--- src/rtl/mdg_pkg.sv ---
package mdg_pkg;
  localparam int ADDR_W = 4;
  typedef enum logic [ADDR_W-1:0] {
    CA_UV_ON   = 4'd0,
    CA_UV_OFF  = 4'd1,
    CA_TRIP    = 4'd2,
    CA_HYST    = 4'd3,
    CA_ON_DLY  = 4'd4,
    CA_OFF_DLY = 4'd5,
    CA_DIS     = 4'd6,
    CA_OC_BASE = 4'd8
  } cfg_addr_e;
endpackage

--- src/rtl/mdg_hyst.sv ---
module mdg_hyst #(
  parameter int W = 12
) (
  input  logic         clk,
  input  logic         rst_n,
  input  logic         upd,
  input  logic [W-1:0] val,
  input  logic [W-1:0] set_lvl,
  input  logic [W-1:0] clr_lvl,
  output logic         state
);
  always_ff @(posedge clk or negedge rst_n) begin
    if (!rst_n) state <= 1'b0;
    else if (upd) begin
      if (!state && val >= set_lvl) state <= 1'b1;
      else if (state && val < clr_lvl) state <= 1'b0;
    end
  end
endmodule

--- src/rtl/mdg_cfg.sv ---
module mdg_cfg
  import mdg_pkg::*;
#(
  parameter int NB = 2,
  parameter int VW = 12,
  parameter int TW = 12,
  parameter int IW = 12,
  parameter int CW = 16,
  parameter int UV_ON_RST = 700,
  parameter int UV_OFF_RST = 600,
  parameter int TRIP_RST = 165,
  parameter int HYST_RST = 15,
  parameter int ON_DLY_RST = 20,
  parameter int OFF_DLY_RST = 10,
  parameter int DIS_RST = 20000
) (
  input  logic                    clk,
  input  logic                    rst_n,
  input  logic                    we,
  input  logic [ADDR_W-1:0]       addr,
  input  logic [CW-1:0]           data,
  output logic [VW-1:0]           uv_on,
  output logic [VW-1:0]           uv_off,
  output logic [TW-1:0]           trip,
  output logic [TW-1:0]           hyst,
  output logic [CW-1:0]           on_dly,
  output logic [CW-1:0]           off_dly,
  output logic [CW-1:0]           dis_time,
  output logic [NB-1:0][IW:0]     oc_thr
);
  always_ff @(posedge clk or negedge rst_n) begin
    if (!rst_n) begin
      uv_on    <= VW'(UV_ON_RST);
      uv_off   <= VW'(UV_OFF_RST);
      trip     <= TW'(TRIP_RST);
      hyst     <= TW'(HYST_RST);
      on_dly   <= CW'(ON_DLY_RST);
      off_dly  <= CW'(OFF_DLY_RST);
      dis_time <= CW'(DIS_RST);
    end else if (we) begin
      case (addr)
        CA_UV_ON:   uv_on    <= data[VW-1:0];
        CA_UV_OFF:  uv_off   <= data[VW-1:0];
        CA_TRIP:    trip     <= data[TW-1:0];
        CA_HYST:    hyst     <= data[TW-1:0];
        CA_ON_DLY:  on_dly   <= data;
        CA_OFF_DLY: off_dly  <= data;
        CA_DIS:     dis_time <= data;
        default: ;
      endcase
    end
  end

  for (genvar b = 0; b < NB; b++) begin : g_thr
    always_ff @(posedge clk or negedge rst_n) begin
      if (!rst_n) oc_thr[b] <= '0;
      else if (we && addr == ADDR_W'(CA_OC_BASE + b)) oc_thr[b] <= data[IW:0];
    end
  end
endmodule

--- src/rtl/mdg_bridge.sv ---
module mdg_bridge #(
  parameter int IW = 12,
  parameter int CW = 16,
  parameter int OC_MAX = 560
) (
  input  logic               clk,
  input  logic               rst_n,
  input  logic               fire,
  input  logic [1:0][IW-1:0] cur,
  input  logic [IW:0]        thr,
  input  logic               hot,
  input  logic               pg,
  input  logic               en_req,
  input  logic [CW-1:0]      on_dly,
  input  logic [CW-1:0]      off_dly,
  input  logic [CW-1:0]      dis_time,
  output logic               raw,
  output logic               flt,
  output logic               en
);
  logic [IW:0]   sum, eff_thr;
  logic          oc_q, blocked;
  logic [CW-1:0] fcnt, dcnt;

  assign sum     = {1'b0, cur[0]} + {1'b0, cur[1]};
  assign eff_thr = (thr == '0) ? (IW+1)'(OC_MAX) : thr;
  assign raw     = oc_q | hot;

  always_ff @(posedge clk or negedge rst_n) begin
    if (!rst_n) oc_q <= 1'b0;
    else if (fire) oc_q <= (sum >= eff_thr);
  end

  // assert / release delay filter
  always_ff @(posedge clk or negedge rst_n) begin
    if (!rst_n) begin
      flt  <= 1'b0;
      fcnt <= '0;
    end else if (flt != raw) begin
      if (fcnt >= (flt ? off_dly : on_dly)) begin
        flt  <= raw;
        fcnt <= '0;
      end else fcnt <= fcnt + 1'b1;
    end else fcnt <= '0;
  end

  // disable window after a fault releases
  always_ff @(posedge clk or negedge rst_n) begin
    if (!rst_n) begin
      blocked <= 1'b0;
      dcnt    <= '0;
    end else if (flt) begin
      blocked <= 1'b1;
      dcnt    <= '0;
    end else if (blocked) begin
      if (dcnt >= dis_time) blocked <= 1'b0;
      else dcnt <= dcnt + 1'b1;
    end
  end

  assign en = en_req & pg & ~flt & ~blocked;
endmodule

--- src/rtl/mdrv_guard.sv ---
module mdrv_guard
  import mdg_pkg::*;
#(
  parameter int NB = 2,
  parameter int VW = 12,
  parameter int TW = 12,
  parameter int IW = 12,
  parameter int CW = 16,
  parameter int OC_MAX = 560
) (
  input  logic                     clk,
  input  logic                     rst_n,
  input  logic                     smp_valid,
  output logic                     smp_ready,
  input  logic [VW-1:0]            smp_vsup,
  input  logic [TW-1:0]            smp_temp,
  input  logic [NB-1:0][1:0][IW-1:0] smp_cur,
  input  logic                     cfg_we,
  input  logic [ADDR_W-1:0]        cfg_addr,
  input  logic [CW-1:0]            cfg_data,
  input  logic [NB-1:0]            drv_en_req,
  output logic [NB-1:0]            bridge_en,
  output logic [NB-1:0]            flt_n,
  output logic                     pwr_good
);
  logic [VW-1:0]      uv_on, uv_off;
  logic [TW-1:0]      trip, hyst;
  logic [CW-1:0]      on_dly, off_dly, dis_time;
  logic [NB-1:0][IW:0] oc_thr;
  logic [TW:0]        t_clr;
  logic               fire, hot;
  logic [NB-1:0]      raw_fault, flt;

  assign smp_ready = rst_n;
  assign fire      = smp_valid & smp_ready;
  // release when temp <= trip - hyst, i.e. temp < trip - hyst + 1
  assign t_clr = (trip >= hyst) ? ({1'b0, trip} - {1'b0, hyst} + 1'b1) : (TW+1)'(1);

  mdg_cfg #(.NB(NB), .VW(VW), .TW(TW), .IW(IW), .CW(CW)) u_cfg (
    .clk(clk), .rst_n(rst_n), .we(cfg_we), .addr(cfg_addr), .data(cfg_data),
    .uv_on(uv_on), .uv_off(uv_off), .trip(trip), .hyst(hyst),
    .on_dly(on_dly), .off_dly(off_dly), .dis_time(dis_time), .oc_thr(oc_thr)
  );

  mdg_hyst #(.W(VW)) u_uvlo (
    .clk(clk), .rst_n(rst_n), .upd(fire), .val(smp_vsup),
    .set_lvl(uv_on), .clr_lvl(uv_off), .state(pwr_good)
  );

  mdg_hyst #(.W(TW+1)) u_therm (
    .clk(clk), .rst_n(rst_n), .upd(fire), .val({1'b0, smp_temp}),
    .set_lvl({1'b0, trip}), .clr_lvl(t_clr), .state(hot)
  );

  for (genvar b = 0; b < NB; b++) begin : g_br
    mdg_bridge #(.IW(IW), .CW(CW), .OC_MAX(OC_MAX)) u_br (
      .clk(clk), .rst_n(rst_n), .fire(fire), .cur(smp_cur[b]), .thr(oc_thr[b]),
      .hot(hot), .pg(pwr_good), .en_req(drv_en_req[b]),
      .on_dly(on_dly), .off_dly(off_dly), .dis_time(dis_time),
      .raw(raw_fault[b]), .flt(flt[b]), .en(bridge_en[b])
    );
  end

  assign flt_n = ~flt;
endmodule

--- config.mk ---
export PLATFORM = sky130hd
export DESIGN_NAME = mdrv_guard
export DESIGN_NICKNAME = d
export VERILOG_FILES = /design/src/rtl/mdg_pkg.sv /design/src/rtl/mdg_hyst.sv /design/src/rtl/mdg_cfg.sv /design/src/rtl/mdg_bridge.sv /design/src/rtl/mdrv_guard.sv
export SDC_FILE = /design/constraint.sdc
export NUM_CORES = 1
export LEC_CHECK = 0
export BUFFER_PORTS_ARGS = -buffer_cell sky130_fd_sc_hd__buf_2
export CAP_MARGIN = 20
export CORE_AREA = 3 3 204 206
export DETAILED_ROUTE_END_ITERATION = 8
export DIE_AREA = 0 0 207 209
export GPL_TIMING_DRIVEN = 0
export MAX_ROUTING_LAYER = met4
export PLACE_DENSITY = 0.61
export SLEW_MARGIN = 10
export SYNTH_ARGS = -nofsm -noshare
export SYNTH_HDL_FRONTEND = slang
export SYNTH_HIERARCHICAL = 1
export SYNTH_SLANG_ARGS = --single-unit
--- constraint.sdc ---
create_clock -name clk -period 6.7 [get_ports clk]
set_input_delay 1.34 -clock clk [delete_from_list [all_inputs] [get_ports clk]]
set_output_delay 1.34 -clock clk [all_outputs]
set_load 0.02 [all_outputs]
* Word-level counts from Yosys, hierarchy flattened
Index checks and enable logic that the tools add are counted.
Storage, ports and cells: register bits 194, bits of input ports 98, output and inout port bits 6, word-level logic and storage cells 119
Operators by class: add/sub/neg operators 8, magnitude comparators 11, equal/unequal tests 12, mux-type cells 25, bitwise logic cells 14, reductions and logical operators 28
Operators with widths (number):
- 16-bit two-way mux | 12
- 16-bit by 1-bit adder with 16-bit output, second input constant | 4
- 16-bit greater-or-equal comparator | 4
- 13-bit two-way mux | 3
- 12-bit greater-or-equal comparator | 3
- 12-bit by 12-bit adder with 13-bit output | 2
- 13-bit greater-or-equal comparator | 2
- 13-bit logical NOT | 2
- 2-bit AND reduction | 13
- 13-bit by 1-bit adder with 13-bit output, second input constant | 1
- 12-bit by 13-bit less-than comparator with 1-bit output | 1
- 12-bit by 12-bit subtractor with 13-bit output | 1
- 4-bit by 3-bit equality test with 1-bit output, second input constant | 3
- 12-bit less-than comparator | 1
- 1-bit two-way mux | 10
- 4-bit by 2-bit equality test with 1-bit output, second input constant | 2
- 4-bit equality test, second input constant | 2
- 2-bit nonzero test | 4
- 1-bit bitwise AND | 7
- 1-bit logical AND | 6
- 4-bit by 1-bit equality test with 1-bit output, second input constant | 1
- 4-bit logical NOT | 1
- 2-bit by 1-bit inequality test with 1-bit output, second input constant | 2
- 1-bit inverter | 4
- other kinds (4) | 7

* Logic depth before layout (Yosys ltp)
Gate-level depths: netlist (run 1).
word-level depth 7, gate-level depth with buffers 17

* By module
The synthesis (run 1) kept the hierarchy.
By module, submodules not included:
- mdg_cfg | instances 1, cells each 267, area each 4608.2 um^2, sequential area each 3086.7 um^2
- mdg_bridge at g_br[1].u_br | instances 1, cells each 409, area each 3518.4 um^2, sequential area each 875.8 um^2
- mdg_bridge at g_br[0].u_br | instances 1, cells each 402, area each 3487.1 um^2, sequential area each 875.8 um^2
- mdrv_guard | instances 1, cells each 143, area each 1054.8 um^2, sequential area each 0.0 um^2
- mdg_hyst at u_therm | instances 1, cells each 88, area each 689.4 um^2, sequential area each 25.0 um^2
- mdg_hyst at u_uvlo | instances 1, cells each 87, area each 628.1 um^2, sequential area each 25.0 um^2

* Worst setup path before layout (run 1)
No wires, ideal clock.
path type input-to-reg, start input port smp_cur[24] (netlist bit), end register g_br[1].u_br.oc_q, library setup time 0.149 ns, data arrival time 3.762 ns, slack 2.789 ns, stages 16, buffers on the path 0, cells stage by stage ha_1 > inv_1 > fa_1 > nor2b_1 > o21ai_0 > a21o_1 > a31oi_1 > or4_1 > nand4_1 > ha_1 > a21o_1 > a21o_1 > a21oi_1 > nand3_1 > o21ai_0 > a41oi_1
On the way: word-level cells in the longest chain between the ends 2
Ends and longest elaborated chain:
- start: declaration | line mdrv_guard.sv:17 | input logic [NB-1:0][1:0][IW-1:0] smp_cur,
- 12-bit by 12-bit adder with 13-bit output | line mdg_bridge.sv:25 | assign sum = {1'b0, cur[0]} + {1'b0, cur[1]};
- 13-bit greater-or-equal comparator | line mdg_bridge.sv:31 | else if (fire) oc_q <= (sum >= eff_thr);
- end signal: assignment | line mdg_bridge.sv:31
- end: declaration | line mdg_bridge.sv:22 | logic oc_q, blocked;
No other way between the ends. A chain may end at the register's enable or synchronous reset.

* Worst setup path after layout (run 1)
start register g_br[1].u_br.flt, end register g_br[1].u_br.fcnt[10]
On the way: word-level cells in the longest chain between the ends 4, elaborated cells on any way between the ends 5
Ends and longest elaborated chain:
- start: declaration | line mdg_bridge.sv:18 | output logic flt,
- start signal: assignment | line mdg_bridge.sv:41 | flt <= raw;
- 16-bit two-way mux | line mdg_bridge.sv:40 | if (fcnt >= (flt ? off_dly : on_dly)) begin
- 16-bit greater-or-equal comparator | line mdg_bridge.sv:40
- 16-bit two-way mux | line mdg_bridge.sv:40
- 16-bit two-way mux (*) | line mdg_bridge.sv:39 | end else if (flt != raw) begin
- end signal: assignment | line mdg_bridge.sv:43 | end else fcnt <= fcnt + 1'b1;
- end: declaration | line mdg_bridge.sv:23 | logic [CW-1:0] fcnt, dcnt;
Every way passes the cells marked *; elsewhere a longest branch is shown, timed or not.

==> flow_metrics.py, run 1 <==
metrics = {
    "clock_tree": {
        "clock-sinks": 194,
        "cts.clk_slew.worst_paths_ns": 0.08,
        "cts_tree": "built",
        "ctsResizeCount": 0,
        "cts_setup_buffers": 0,
        "ctsHoldBuffers": 0,
        "clk_latency_ns": 0.44,
        "cts_buffers": 17,
        "htree_levels": 4,
        "cts_root_buffer": "clkbuf_16",
        "clk_path_buf_depth": 2,
    },
    "floorplanning": {
        "core_area_mm2": 0.0398,
        "die_x_um": 207,
        "io_pins": 104,
        "die_h_um": 209,
        "rows": 73,
        "start_util": 0.351,
        "die-area_mm2": 0.0433,
    },
    "placed_design": {
        "io_buffers": 103,
        "routabilityCongestion": 0.858,
        "dpl_worst_slack_ns": 2.38,
        "dpl.hpwl_um": 25600,
    },
    "drt": {
        "ant_nets": 0,
        "vias": 10600,
        "wl_met3_um": 1170,
        "dr_wl_met2_um": 16000,
        "viasPerCell": 5.14,
        "wl_met1_um": 15500,
        "drtIter0Drc": 492,
        "wl_um": 33100,
        "dr.pass1.iters": 4,
        "top_layer": "met4",
        "wl_per_cell_um": 16.1,
        "drc_errors": 0,
    },
    "global_route": {
        "grt_max_degree": 113,
        "grt_pass1_wl_um": 54200,
        "overflow": 0,
        "grt_use_total": 0.156,
        "antenna_found_initial": 4,
        "grt_pass1_vias": 10700,
    },
    "setup_path": {
        "cp.arrival_ns": 4.56,
        "crit_type": "flop to flop",
        "cp-end-kind": "flop",
        "crit_required_ns": 7.00,
        "crit_fanout": 10,
        "start_kind": "flop",
    },
    "layout": {
        "nFillCells": 3975,
        "area_growth_syn_to_layout_pct": 12.8,
        "register_area_mm2": 0.00489,
        "drive_above_1_share": 0.205,
        "multi_input_area_mm2": 0.00837,
        "fin_nets": 1818,
        "final_common_cell": "ha_1",
        "final_cell_mix": "ha_1 (191), dfrtp_1 (167), inv_1 (153)",
    },
    "synth": {
        "synth_edf_count": 0,
        "synth_cells": 1396,
        "syn_area_mm2": 0.0140,
        "yosysSeqAreaShare": 0.350,
        "ys_ff_latch": 194,
        "ys.flop_type": "dfrtp_1",
        "avgSynthCellArea_um2": 10.0,
        "yosysUniqueCellTypes": 78,
        "synthArstFlopShare": 1.00,
        "ys_warn_count": 6,
    },
    "pwr": {
        "ir_drop_v": 0.000190,
        "power_density_mw_per_mm2": 283,
        "p_leak_uw": 0.00743,
        "p_total_uw": 4460,
    },
    "sta": {
        "hold_viol": 0,
        "holdWs_ns": 0.509,
        "finalSetupViolations": 0,
        "slew_headroom": 0.461,
        "worstMarginPinSlew_ns": 0.809,
        "skew_ns": 0.0159,
        "post-route-period-util": 0.636,
        "tns_ns": 0,
        "fmax_mhz": 235,
        "finalCriticalPeriod_ns": 4.26,
        "maxSlewViolCount": 0,
        "grt_setup_unrepaired": "false",
        "worst_slack_ns": 2.44,
    },
    "hold_path": {
        "min_path_type": "flop to flop",
    },
    "job": {
        "cap_violations": 0,
    },
    "status": {
        "outcome": "complete, no violations",
    },
}
==> flip-flops by register name, indices dropped and copies added (netlist names) <==
signal / count
g_br.u_br/blocked: 2
g_br.u_br/dcnt: 32
g_br.u_br/fcnt: 32
g_br.u_br/flt: 2
g_br.u_br/oc_q: 2
u_cfg/dis_time: 16
u_cfg/hyst: 12
u_cfg/oc_thr: 26
u_cfg/off_dly: 16
u_cfg/on_dly: 16
u_cfg/trip: 12
u_cfg/uv_off: 12
u_cfg/uv_on: 12
u_therm/state: 1
u_uvlo/state: 1
==> worst max-delay path: stages (launching register included) <==
cell	delay, ns
dfrtp_1	0.35
clkbuf_1	0.28
clkbuf_1	0.44
buf_1	0.67
mux2i_1	0.26
ha_1	0.35
nand2_1	0.04
o21ai_0	0.22
a21oi_1	0.11
a2111oi_0	0.35
o22a_1	0.21
clkbuf_1	0.30
clkbuf_1	0.41
nor3_1	0.13
==> final timing paths <==
path	startpoint	end	slack, ns	cells past startpoint
max in group asynchronous	rst_n	u_cfg/oc_thr[13]	4.83	2
worst min-delay path	u_cfg/uv_on[11]	u_cfg/uv_on[11]	0.51	1
worst max-delay path	g_br[1].u_br/flt	g_br[1].u_br/fcnt[10]	2.44	13
worst min register to register	u_cfg/uv_on[11]	u_cfg/uv_on[11]	0.51	1
worst max register to register	g_br[1].u_br/flt	g_br[1].u_br/fcnt[10]	2.44	13
min in group asynchronous	rst_n	g_br[0].u_br/dcnt[13]	0.88	1
==> metrics by stage <==
step,util,std cells,instance area (um^2)
floorplan,-,1398,14000
global placement,0.381,2026,15200
detailed placement,0.382,2027,15200
CTS,0.396,2059,15800
global route,0.396,2061,15800
finish,0.396,2061,15800
==> synth_stat cells, types with 6 or more instances <==
master / n / area [um^2]
a211oi_1: 10 / 75.1
o21a_1: 10 / 75.1
mux2_2: 116 / 1310
a2111oi_0: 8 / 70.1
o21ai_1: 7 / 35.0
fa_1: 8 / 160
mux2i_1: 32 / 320
dfstp_2: 27 / 709
a21o_1: 19 / 143
nor2_1: 64 / 240
and3_1: 12 / 75.1
clkbuf_1: 15 / 56.3
nand3_1: 45 / 225
dfrtp_1: 167 / 4180
nand2b_1: 14 / 87.6
mux2_1: 16 / 180
o211ai_1: 8 / 60.1
nor4_1: 12 / 75.1
or3_1: 19 / 119
o21ai_0: 36 / 180
nand4_1: 24 / 150
xor2_1: 25 / 219
nor3_1: 52 / 260
a21oi_1: 82 / 410
nand2_1: 67 / 251
ha_1: 191 / 2390
inv_1: 153 / 574
o2111ai_1: 6 / 52.6
nor2b_1: 17 / 106
xnor2_1: 31 / 272
or4_1: 11 / 82.6
buf_2: 8 / 40.0
==> kinds of logic after synthesis <==
kind of cell,share of synthesized area
compound gates,0.112
xor+xnor,0.0351
fa+ha+maj,0.182
buf+inv,0.0525
flops,0.350
mux,0.129
other cells,0.000268
simple gates,0.139
==> cell type report <==
class / instances / share of cell area
multi-input combinational: 1019 / 0.531
sequential: 194 / 0.310
tap: 525 / 0.0416
inverter: 153 / 0.0364
timing repair buffer: 104 / 0.0351
clock buffer: 18 / 0.0286
buffer: 32 / 0.0102
clock inverter: 14 / 0.00730
antenna: 2 / 0.000317
==> routing by layer <==
| metal | up-vias | track usage |
|---|---|---|
| li1 | 5258 | - |
| met1 | 5150 | 0.201 |
| met2 | 164 | 0.261 |
| met3 | 28 | 0.0201 |
| met4 | 0 | 0.0410 |
| met5 | - | - |
==> report_power, final <==
group	switching (uW)	leakage, uW	internal, uW
Combinational	1030	0.00473	844
Clock	485	0.000284	511
Sequential	181	0.00242	1410
Total	1700	0.00743	2760
Note: power is estimated with default switching activity, not from simulation.
==> inputs of run 2 (changes only) <==
- ABC_AREA: unset -> 1
- CORE_AREA: 3 3 204 206 -> 3 3 220 222
- DIE_AREA: 0 0 207 209 -> 0 0 223 225
- PLACE_DENSITY: 0.61 -> 0.6
- clock period: 6.7 -> 4.4 ns (I/O delays scaled with it)
==> run 2 against run 1 <==
  * First-iteration DRC count grew 35%
  * Global-route usage grew 1.9 points
  * Power grew 68%
  * Clock power grew 66%
  * Combinational power grew 79%
  * Critical path depth grew 6
  * Final area grew 15%
  * Via count grew 34%
  * Clock-buffer cell count grew 6
  * Wire length grew 27%
  * Hold slack lost 0.046 ns
  * Worst setup slack lost 1.1 ns
  * Highest routed layer unchanged
==> flow_metrics.py, run 2 <==
metrics = {
    "placed_design": {
        "dpl.hpwl_um": 32600,
        "routabilityCongestion": 0.876,
        "io_buffers": 91,
        "placed_area_mm2": 0.0175,
    },
    "clock_tree": {
        "ctsResizeCount": 0,
        "htree_levels": 4,
        "cts_setup_buffers": 0,
        "cts.clk_slew.worst_paths_ns": 0.07,
        "clk_latency_ns": 0.44,
        "clock-sinks": 194,
        "clk_path_buf_depth": 2,
        "cts_tree": "built",
        "cts_root_buffer": "clkbuf_16",
        "cts_buffers": 17,
        "ctsHoldBuffers": 0,
    },
    "floorplanning": {
        "io_pins": 104,
        "rows": 79,
        "core_area_mm2": 0.0466,
        "start_util": 0.348,
        "die_h_um": 225,
        "die-area_mm2": 0.0502,
        "die_x_um": 223,
    },
    "synth": {
        "synth_most_common_cell": "nand2_1",
        "syn_area_mm2": 0.0162,
        "yosysSeqAreaShare": 0.302,
        "yosysTopAreaCell": "dfrtp_1",
        "synth_common_cells": "nand2_1 (647), inv_1 (336), ha_1 (191)",
        "yosysUniqueCellTypes": 48,
        "synth.top_cells.by_area": "dfrtp_1 (26%), nand2_1 (15%), ha_1 (15%)",
        "ys_warn_count": 6,
        "synthArstFlopShare": 1.00,
        "synth_edf_count": 0,
        "synth_cells": 2188,
        "yosysTopAreaCellShare": 0.258,
        "avgSynthCellArea_um2": 7.41,
        "ys.flop_type": "dfrtp_1",
        "ys_ff_latch": 194,
    },
    "pwr": {
        "p_leak_uw": 0.00967,
        "ir_drop_v": 0.000268,
        "power_density_mw_per_mm2": 416,
        "p_total_uw": 7520,
    },
    "status": {
        "outcome": "complete, no violations",
    },
    "setup_path": {
        "r2r_start": "u_cfg/hyst[0]",
        "r2r_slack_ns": 1.39,
        "crit_fanout": 3,
        "crit_start": "u_cfg/hyst[0]",
        "r2r_end": "u_therm/state",
        "cp.arrival_ns": 3.39,
        "cp-end-kind": "flop",
        "r2r_cells": 19,
        "start_kind": "flop",
        "crit_type": "flop to flop",
        "crit_required_ns": 4.78,
    },
    "drt": {
        "drtIter0Drc": 665,
        "vias": 14200,
        "viasPerCell": 4.85,
        "wl_um": 42000,
        "dr.pass1.iters": 5,
        "ant_nets": 0,
        "wl_per_cell_um": 14.4,
        "drc_errors": 0,
    },
    "hold_path": {
        "min_path_type": "input port to asynchronous set/reset pin",
    },
    "layout": {
        "nFillCells": 4843,
        "fin_nets": 2598,
        "area_growth_syn_to_layout_pct": 11.6,
        "final_common_cell": "nand2_1",
        "stdcell_area_mm2": 0.0181,
        "utilization": 0.389,
        "diodes": 0,
        "final_cell_mix": "nand2_1 (647), inv_1 (336), ha_1 (191)",
        "largestRegisters": "g_br.u_br/dcnt: 32 flops, g_br.u_br/fcnt: 32 flops, u_cfg/oc_thr: 26 flops",
        "drive_above_1_share": 0.138,
    },
    "global_route": {
        "grt_pass1_vias": 14100,
        "grt_pass1_wl_um": 70500,
        "antenna_found_initial": 0,
        "overflow": 0,
        "grt_use_total": 0.175,
        "grt_max_degree": 108,
    },
    "sta": {
        "post-route-period-util": 0.685,
        "skew_ns": 0.00938,
        "slew_headroom": 0.399,
        "maxSlewViolCount": 0,
        "holdWs_ns": 0.463,
        "fmax_mhz": 332,
        "finalCriticalPeriod_ns": 3.01,
        "finalSetupViolations": 0,
        "hold_viol": 0,
        "tns_ns": 0,
        "worstMarginPinSlew_ns": 0.901,
        "grt_setup_unrepaired": "false",
    },
    "job": {
        "cap_violations": 0,
    },
}
-- run 2: power breakdown --
group	total [uW]	switching, uW	internal [uW]
Clock	1650	697	956
Combinational	3360	2060	1310
Sequential	2500	350	2150
-- run 2: worst max-delay path by stage --
stage	to	slack, ns	cells after the start
5_1_grt	u_therm/state	1.07	22
3_5_place_dp	g_br[1].u_br/oc_q	0.96	15
2_1_floorplan	g_br[1].u_br/oc_q	1.42	14
3_3_place_gp	u_therm/state	-1.42	10
6_report	u_therm/state	1.39	19
4_1_cts	u_therm/state	1.38	19
-- run 2: layer usage --
layer,up-vias,global-route usage,share of wire
li1,7211,-,-
met1,6634,0.232,0.49
met2,264,0.286,0.46
met3,51,0.0227,0.036
met4,0,0.0425,0.017
met5,-,-,0
-- run 2: layout make-up --
type / count / area [um^2] / area share
tap: 607 / 759 / 0.0420
clock buffer: 24 / 492 / 0.0272
timing repair buffer: 92 / 493 / 0.0273
multi-input combinational: 1574 / 9510 / 0.526
sequential: 194 / 4890 / 0.270
inverter: 354 / 1340 / 0.0739
clock inverter: 8 / 128 / 0.00706
buffer: 68 / 483 / 0.0267
-- run 2: metrics by stage --
| step | setup WS, ns | cells |
|---|---|---|
| 2_1_floorplan | 1.42 | 2190 |
| 3_3_place_gp | -1.42 | 2888 |
| 3_5_place_dp | 0.961 | 2889 |
| 4_1_cts | 1.38 | 2921 |
| 5_1_grt | 1.07 | 2921 |
| 6_report | 1.39 | 2921 |
-- run 2: cells by family (layout without fill, tap and decap cells) --
group                      count (synthesis)  after routing  synth area share
and+or+nand+nor                         1117           1117             0.315
buffers and inverters                    422            546             0.112
adders and majority gates                199            199             0.157
DFF                                      194            194             0.302
AOI/OAI and AO/OA                        164            164            0.0625
xor gates and xnor gates                  61             61            0.0330
muxes                                     30             30            0.0185
other                                      1              3          0.000231
-- run 2: worst max-delay path, cell delays in order, from the launching register on --
cell and delay (ns):
dfstp_2 0.59, inv_1 0.06, ha_1 0.18, ha_1 0.24, fa_1 0.44, nand2_1 0.11, nand3_1 0.09, nand3_1 0.08
nand2_1 0.07, xnor2_1 0.13, nor2_1 0.11, inv_1 0.05, ha_1 0.26, nand2_1 0.06, o21a_2 0.20, nand2_1 0.06
nand2_1 0.05, nand2_1 0.06, nand2_1 0.04, nand2_1 0.06
==> inputs of run 3 (changes only) <==
- clock period: 4.4 -> 3 ns (I/O delays scaled with it)
==> run 3 against run 2 <==
  * Wire length increased by 0.50%
  * First-iteration DRC count is 12% higher
  * Maximum frequency up 3.3%
  * Clock skew is essentially flat
  * Global-route usage about the same
  * Clock-buffer cell count unchanged
  * Critical endpoint unchanged
  * Largest cell class unchanged
  * Highest routed layer unchanged
==> flow_metrics.py, run 3 (synthesis gave the netlist of run 2 again) <==
metrics = {
    "pwr": {
        "power_density_mw_per_mm2": 615,
        "p_total_uw": 11300,
        "p_leak_uw": 0.00970,
        "ir_drop_v": 0.000388,
    },
    "setup_path": {
        "crit_required_ns": 3.33,
        "cp_slowest_cell": "fa_2",
        "crit_type": "flop to flop",
        "crit_fanout": 6,
        "worstPathCellList": "inv_2 -> ha_4 -> fa_2 -> nand3_2 -> nand3_4 -> a21oi_1 -> xor2_1 -> nor2_1 -> inv_1 -> ha_1 -> a21oi_1 -> o21a_2 -> nand2_2 -> nand2_2 -> nand2_2 -> nand2_1 -> nand2_1",
        "slowest_delay_ns": 0.62,
        "crit_path_frequent_cell": "nand2_2",
        "cp.arrival_ns": 3.24,
        "cp-end-kind": "flop",
        "critical_path_buf_inv_count": 2,
        "cp_top_family": "adder cells",
        "start_kind": "flop",
    },
    "layout": {
        "diodes": 0,
        "utilization": 0.393,
        "register_area_mm2": 0.00489,
        "largestRegisters": "g_br.u_br/dcnt: 32 flops, g_br.u_br/fcnt: 32 flops, u_cfg/oc_thr: 26 flops",
        "final_cell_mix": "nand2_1 (639), inv_1 (333), ha_1 (182)",
        "final_cell_count_no_fill": 2927,
        "fin_nets": 2604,
        "multi_input_area_mm2": 0.00966,
        "final_common_cell": "nand2_1",
        "drive_above_1_share": 0.153,
        "nFillCells": 4830,
        "area_growth_syn_to_layout_pct": 12.8,
        "stdcell_area_mm2": 0.0183,
    },
    "sta": {
        "skew_ns": 0.00969,
        "worstMarginPinSlew_ns": 0.915,
        "fmax_mhz": 343,
        "finalCriticalPeriod_ns": 2.92,
        "finalSetupViolations": 0,
        "grt_setup_unrepaired": "true",
        "post-route-period-util": 0.973,
        "maxSlewViolCount": 0,
        "hold_viol": 0,
        "slew_headroom": 0.390,
    },
    "clock_tree": {
        "clock-sinks": 194,
        "clk_path_buf_depth": 2,
        "cts_tree": "built",
        "cts_buffers": 17,
        "cts_root_buffer": "clkbuf_16",
        "cts.clk_slew.worst_paths_ns": 0.07,
        "htree_levels": 4,
        "clk_latency_ns": 0.44,
        "ctsHoldBuffers": 0,
    },
    "status": {
        "outcome": "complete, no violations",
    },
    "global_route": {
        "grt_max_degree": 108,
        "grt_use_total": 0.175,
        "grt_pass1_wl_um": 70500,
        "antenna_found_initial": 0,
        "overflow": 0,
        "grt_pass1_vias": 14100,
    },
    "drt": {
        "drc_errors": 0,
        "vias": 14200,
        "ant_nets": 0,
        "drtIter0Drc": 744,
        "dr.pass1.iters": 5,
        "wl_per_cell_um": 14.4,
        "wl_um": 42200,
        "viasPerCell": 4.85,
    },
    "floorplanning": {
        "die_h_um": 225,
        "die_x_um": 223,
        "io_pins": 104,
        "start_util": 0.348,
        "core_area_mm2": 0.0466,
        "rows": 79,
        "die-area_mm2": 0.0502,
    },
    "job": {
        "cap_violations": 0,
    },
    "placed_design": {
        "place_inst": 2889,
        "io_buffers": 91,
        "routabilityCongestion": 0.876,
        "dpl.hpwl_um": 32600,
        "placed_area_mm2": 0.0175,
    },
    "hold_path": {
        "min_path_type": "input port to asynchronous set/reset pin",
    },
}
==> run 3: timing repair <==
action,in CTS,in global routing
endpoints found under the setup margin,1,1
hold endpoints to repair,0,0
gates resized for setup,2,32
buffers inserted,0,6
pin swaps,0,19
==> run 3: routing by layer <==
metal / part of all wire / wire length (um) / GRT usage
met4: 0.016 / 690 / 0.0425
met3: 0.041 / 1730 / 0.0227
met5: 0 / 0 / -
met1: 0.48 / 20200 / 0.232
met2: 0.46 / 19600 / 0.287
==> run 3: worst paths after layout <==
path / startpoint / end / slack [ns] / depth (start not counted)
max: u_cfg/hyst[2] / u_therm/state / 0.08 / 17
min: rst_n / g_br[1].u_br/fcnt[8] / 0.19 / 1
max reg2reg: u_cfg/hyst[2] / u_therm/state / 0.08 / 17
min reg2reg: u_cfg/hyst[3] / u_cfg/hyst[3] / 0.47 / 2
max in group asynchronous: rst_n / u_cfg/trip[5] / 1.82 / 2
min in group clk: cfg_data[14] / u_cfg/dis_time[14] / 0.43 / 3
==> run 3: cell type report <==
class                   count  area share
multi-input cells        1574       0.528
flip-flops and latches    194       0.267
plain buffers              68      0.0264
clock buffers              24      0.0269
repair buffers             98      0.0294
well taps                 607      0.0415
clock inverters             8     0.00698
inverters                 354      0.0732
==> run 3: per-stage QoR <==
step | setup WS, ns | hold WS (ns) | TNS, ns
finish | 0.0811 | 0.186 | 0
global route | -0.139 | 0.246 | -0.139
CTS | 0.0383 | 0.214 | 0
detailed placement | -0.159 | 0.457 | -0.238
global placement | -2.54 | 0.454 | -383.32
floorplan | 0.296 | 0.304 | 0
==> run 3: power by group <==
group | switching (uW) | internal, uW | total (uW)
clock | 1020 | 1400 | 2420
combinational | 3110 | 2050 | 5160
sequential | 513 | 3150 | 3670
total | 4650 | 6610 | 11300
